**config.mk**
```make
export PLATFORM = sky130hd
export DESIGN_NAME = seq4_moore
export DESIGN_NICKNAME = d
export VERILOG_FILES = /design/src/rtl/seq4_pkg.sv /design/src/rtl/seq4_next_logic.sv /design/src/rtl/seq4_state_reg.sv /design/src/rtl/seq4_out_decode.sv /design/src/rtl/seq4_moore.sv
export SDC_FILE = /design/constraint.sdc
export NUM_CORES = 1
export LEC_CHECK = 0
export BUFFER_PORTS_ARGS = -buffer_cell sky130_fd_sc_hd__buf_2
export CAP_MARGIN = 20
export CORE_AREA = 2 2 39 41
export DETAILED_ROUTE_END_ITERATION = 8
export DIE_AREA = 0 0 41 43
export MAX_ROUTING_LAYER = met4
export SLEW_MARGIN = 10
export SYNTH_ARGS = -nofsm -noshare
export SYNTH_HDL_FRONTEND = slang
export SYNTH_SLANG_ARGS = --single-unit
```
**constraint.sdc**
```tcl
create_clock -name clk -period 2.1 [get_ports clk]
set_input_delay 0.105 -clock clk [delete_from_list [all_inputs] [get_ports clk]]
set_output_delay 0.105 -clock clk [all_outputs]
set_load 0.02 [all_outputs]
```
**src/rtl/seq4_pkg.sv**
```systemverilog
package seq4_pkg;

   localparam int STATE_W = 2;

   typedef enum logic [STATE_W-1:0] {
      ST_HOME  = 2'b00,
      ST_TAIL  = 2'b01,
      ST_SLIDE = 2'b10,
      ST_PEAK  = 2'b11
   } seq_state_e;

endpackage

```
**src/rtl/seq4_next_logic.sv**
```systemverilog
module seq4_next_logic
   import seq4_pkg::*;
(
   input  seq_state_e cur_i,
   input  logic       bit_i,
   output seq_state_e nxt_o
);

   always_comb begin
      nxt_o = ST_HOME;
      unique case (cur_i)
         ST_HOME:  nxt_o = bit_i ? ST_PEAK  : ST_HOME;
         ST_PEAK:  nxt_o = bit_i ? ST_SLIDE : ST_PEAK;
         ST_SLIDE: nxt_o = bit_i ? ST_TAIL  : ST_SLIDE;
         ST_TAIL:  nxt_o = bit_i ? ST_PEAK  : ST_HOME;
         default:  nxt_o = ST_HOME;
      endcase
   end

endmodule

```
**src/rtl/seq4_state_reg.sv**
```systemverilog
module seq4_state_reg
   import seq4_pkg::*;
#(
   parameter int ACTIVE_FALLING = 1
) (
   input  logic       clk,
   input  logic       rst,
   input  seq_state_e d_i,
   output seq_state_e q_o
);

   if (!(ACTIVE_FALLING inside {0, 1})) begin : g_bad_edge
      $error("seq4_state_reg: ACTIVE_FALLING must be 0 or 1");
   end

   if (ACTIVE_FALLING == 1) begin : g_fall
      always_ff @(negedge clk) begin
         if (rst) q_o <= ST_HOME;
         else     q_o <= d_i;
      end
   end else begin : g_rise
      always_ff @(posedge clk) begin
         if (rst) q_o <= ST_HOME;
         else     q_o <= d_i;
      end
   end

endmodule

```
**src/rtl/seq4_out_decode.sv**
```systemverilog
module seq4_out_decode
   import seq4_pkg::*;
(
   input  logic       rst,
   input  seq_state_e cur_i,
   output logic       z_o
);

   logic [STATE_W-1:0] code;

   always_comb begin
      code = cur_i;
      z_o  = code[0] & ~rst;
   end

endmodule

```
**src/rtl/seq4_moore.sv**
```systemverilog
module seq4_moore
   import seq4_pkg::*;
#(
   parameter int ACTIVE_FALLING = 1
) (
   input  logic               clk,
   input  logic               rst,
   input  logic               x,
   output logic               z,
   output logic [STATE_W-1:0] state_o
);

   seq_state_e cur_st;
   seq_state_e nxt_st;

   seq4_next_logic u_next (
      .cur_i (cur_st),
      .bit_i (x),
      .nxt_o (nxt_st)
   );

   seq4_state_reg #(
      .ACTIVE_FALLING (ACTIVE_FALLING)
   ) u_reg (
      .clk (clk),
      .rst (rst),
      .d_i (nxt_st),
      .q_o (cur_st)
   );

   seq4_out_decode u_out (
      .rst   (rst),
      .cur_i (cur_st),
      .z_o   (z)
   );

   assign state_o = cur_st;

   // Sampling clock for the checks: follows the chosen active edge.
   logic act_clk;
   assign act_clk = (ACTIVE_FALLING == 1) ? ~clk : clk;

   a_r2_reset_home: assert property (@(posedge act_clk)
      rst |=> state_o == 2'b00);

   a_r3_home_step: assert property (@(posedge act_clk) disable iff (rst)
      state_o == 2'b00 |=> state_o == ($past(x) ? 2'b11 : 2'b00));

   a_r4_peak_step: assert property (@(posedge act_clk) disable iff (rst)
      state_o == 2'b11 |=> state_o == ($past(x) ? 2'b10 : 2'b11));

   a_r5_slide_step: assert property (@(posedge act_clk) disable iff (rst)
      state_o == 2'b10 |=> state_o == ($past(x) ? 2'b01 : 2'b10));

   a_r6_tail_step: assert property (@(posedge act_clk) disable iff (rst)
      state_o == 2'b01 |=> state_o == ($past(x) ? 2'b11 : 2'b00));

   a_r7_z_moore: assert property (@(posedge act_clk) disable iff (rst)
      $stable(state_o) |-> $stable(z));

endmodule

```
==> flow_summary.json <==
{
  "slew_headroom_pct": 90.6,
  "synth-warning-count": 0,
  "rows": 14,
  "drv_cap": 0,
  "vias_per_cell": 3.00,
  "tightest_slew_ns": 0.141,
  "fin_nets": 24,
  "whs_ns": 0.511,
  "largest_reg_flops": 2,
  "worstHoldPathType": "reg -> reg",
  "hold_viol": 0,
  "status": "complete, no violations",
  "postRouteAntennaNets": 0,
  "portBuffers": 5,
  "layout-drive-gt1-share_pct": 57.9,
  "synthCells": 10,
  "overflow": 0,
  "holdCritStartpoint": "u_reg.q_o[0]",
  "start_util_pct": 6.87,
  "required_ns": 2.00,
  "maxSlewViolCount": 0,
  "cts_root_buf": "clkbuf_4",
  "path_clk_slew_ns": 0.03,
  "end_kind": "output port",
  "regMostFlops": "u_reg.q_o",
  "grt_start_max_net_pins": 6,
  "mostFrequentLayoutCells": "buf_2 (4), clkbuf_4 (3), inv_1 (2)",
  "wirelength_um": 223,
  "grt_pass1_vias": 106,
  "syn_nets": 13,
  "core_area_um2": 1380,
  "drc": 0,
  "reg2reg_from": "u_reg.q_o[0]",
  "io_pins": 6,
  "fin_cells": 35,
  "hold_buffers": 0,
  "rsz0062_at_grt": "false",
  "cts_max_level": 1,
  "fp.dieH_um": 43,
  "critPathLaunchType": "register",
  "power.density_nw_per_um2": 907,
  "startpoint": "u_reg.q_o[0]",
  "ir_drop_uv": 101,
  "static-leakage-power_nw": 0.0908,
  "diodes": 0,
  "top_regs": "u_reg.q_o (2)",
  "pre_cts_ws_ns": 0.290,
  "dr.pass1.iters": 4,
  "critPathArrivalTime_ns": 1.94,
  "syn_to_final_growth_pct": 86.8,
  "path_class": "reg -> out",
  "finClkSkew_ns": 0.00243,
  "antenna_found_initial": 0,
  "via_count": 105,
  "layout_commonest_cell": "buf_2",
  "ys_types": 9,
  "syn_area_um2": 95.1,
  "final_util_pct": 12.8,
  "die_area_um2": 1760,
  "gp_congestion": 0.444,
  "cts.sinks": 2,
  "seq_area_frac_synth_pct": 42.1,
  "fp.dieW_um": 41,
  "place_inst": 31,
  "worstSkewPairLatency_ns": 0.28,
  "fillers": 163,
  "crit_fanout": 5,
  "design_area_um2": 178,
  "clock_path_buffers": 2,
  "total_power_mw": 0.161,
  "cts_tree": "done",
  "fin_ws_ns": 0.0598,
  "detailed_place.area_um2": 140,
  "ys_seq_elements": 2,
  "postSynthAreaPerCell_um2": 9.51,
  "rrSetupSlack_ns": 1.37,
  "setup_violations": 0,
  "initialDrtViolationCount": 1,
  "cts_made_buffers": 3,
  "wire_per_inst_um": 6.37,
  "grt_pass1_wl_um": 338,
  "tns_ns": 0,
  "grt_use_total_pct": 3.90
}
-- Yosys cell counts, drive strengths merged --
cell type	n	area (um2)
a21bo	1	10.0
dfxtp	2	40.0
and3b	1	8.76
nor2b	1	6.26
nor2	1	3.75
inv	1	3.75
nand3b	1	7.51
nor3	1	10.0
a21oi	1	5.00
-- final cells by class --
cell class	count	area, um2	share of cell area, %
flip-flops and latches	2	41.3	23.2
repair buffers	5	27.5	15.5
clock inverters	2	7.51	4.23
well taps	16	20.0	11.3
multi-input cells	7	58.8	33.1
clock buffers	3	22.5	12.7
-- layer usage --
layer	wire [um]	up-vias	track usage [%]
li1	-	53	-
met1	85	46	3.19
met2	95	6	2.19
met3	42	0	5.24
met4	0	0	7.33
met5	0	-	-
-- kinds of logic (layout without fill, tap and decap cells) --
family,Yosys count,count (layout),synth area share (%)
AOI/OAI and AO/OA,2,2,15.8
DFF,2,2,42.1
buffers and inverters,1,10,3.94
and+or+nand+nor,5,5,38.2
-- final timing paths --
kind	to	cells past startpoint
worst max-delay path	z	2
worst min-delay path	u_reg.q_o[0]	2
worst max register to register	u_reg.q_o[1]	2
worst min register to register	u_reg.q_o[0]	2
-- critical path, stage by stage (launching register included) --
cell and delay [ns]:
dfxtp_2 0.34, nor2b_4 0.13, buf_4 0.13
-- report_power, final --
part / internal, mW / switching [mW]
Combinational: 0.00937 / 0.0101
Sequential: 0.0416 / 0.00309
Clock: 0.0684 / 0.0286
Total: 0.119 / 0.0419
-- timing repair --
item | in CTS | in global routing
resized for setup | 1 | 2
endpoints found under the setup margin | 1 | 1
buffers inserted | 0 | 0
Power figures use the tool's default switching activity.
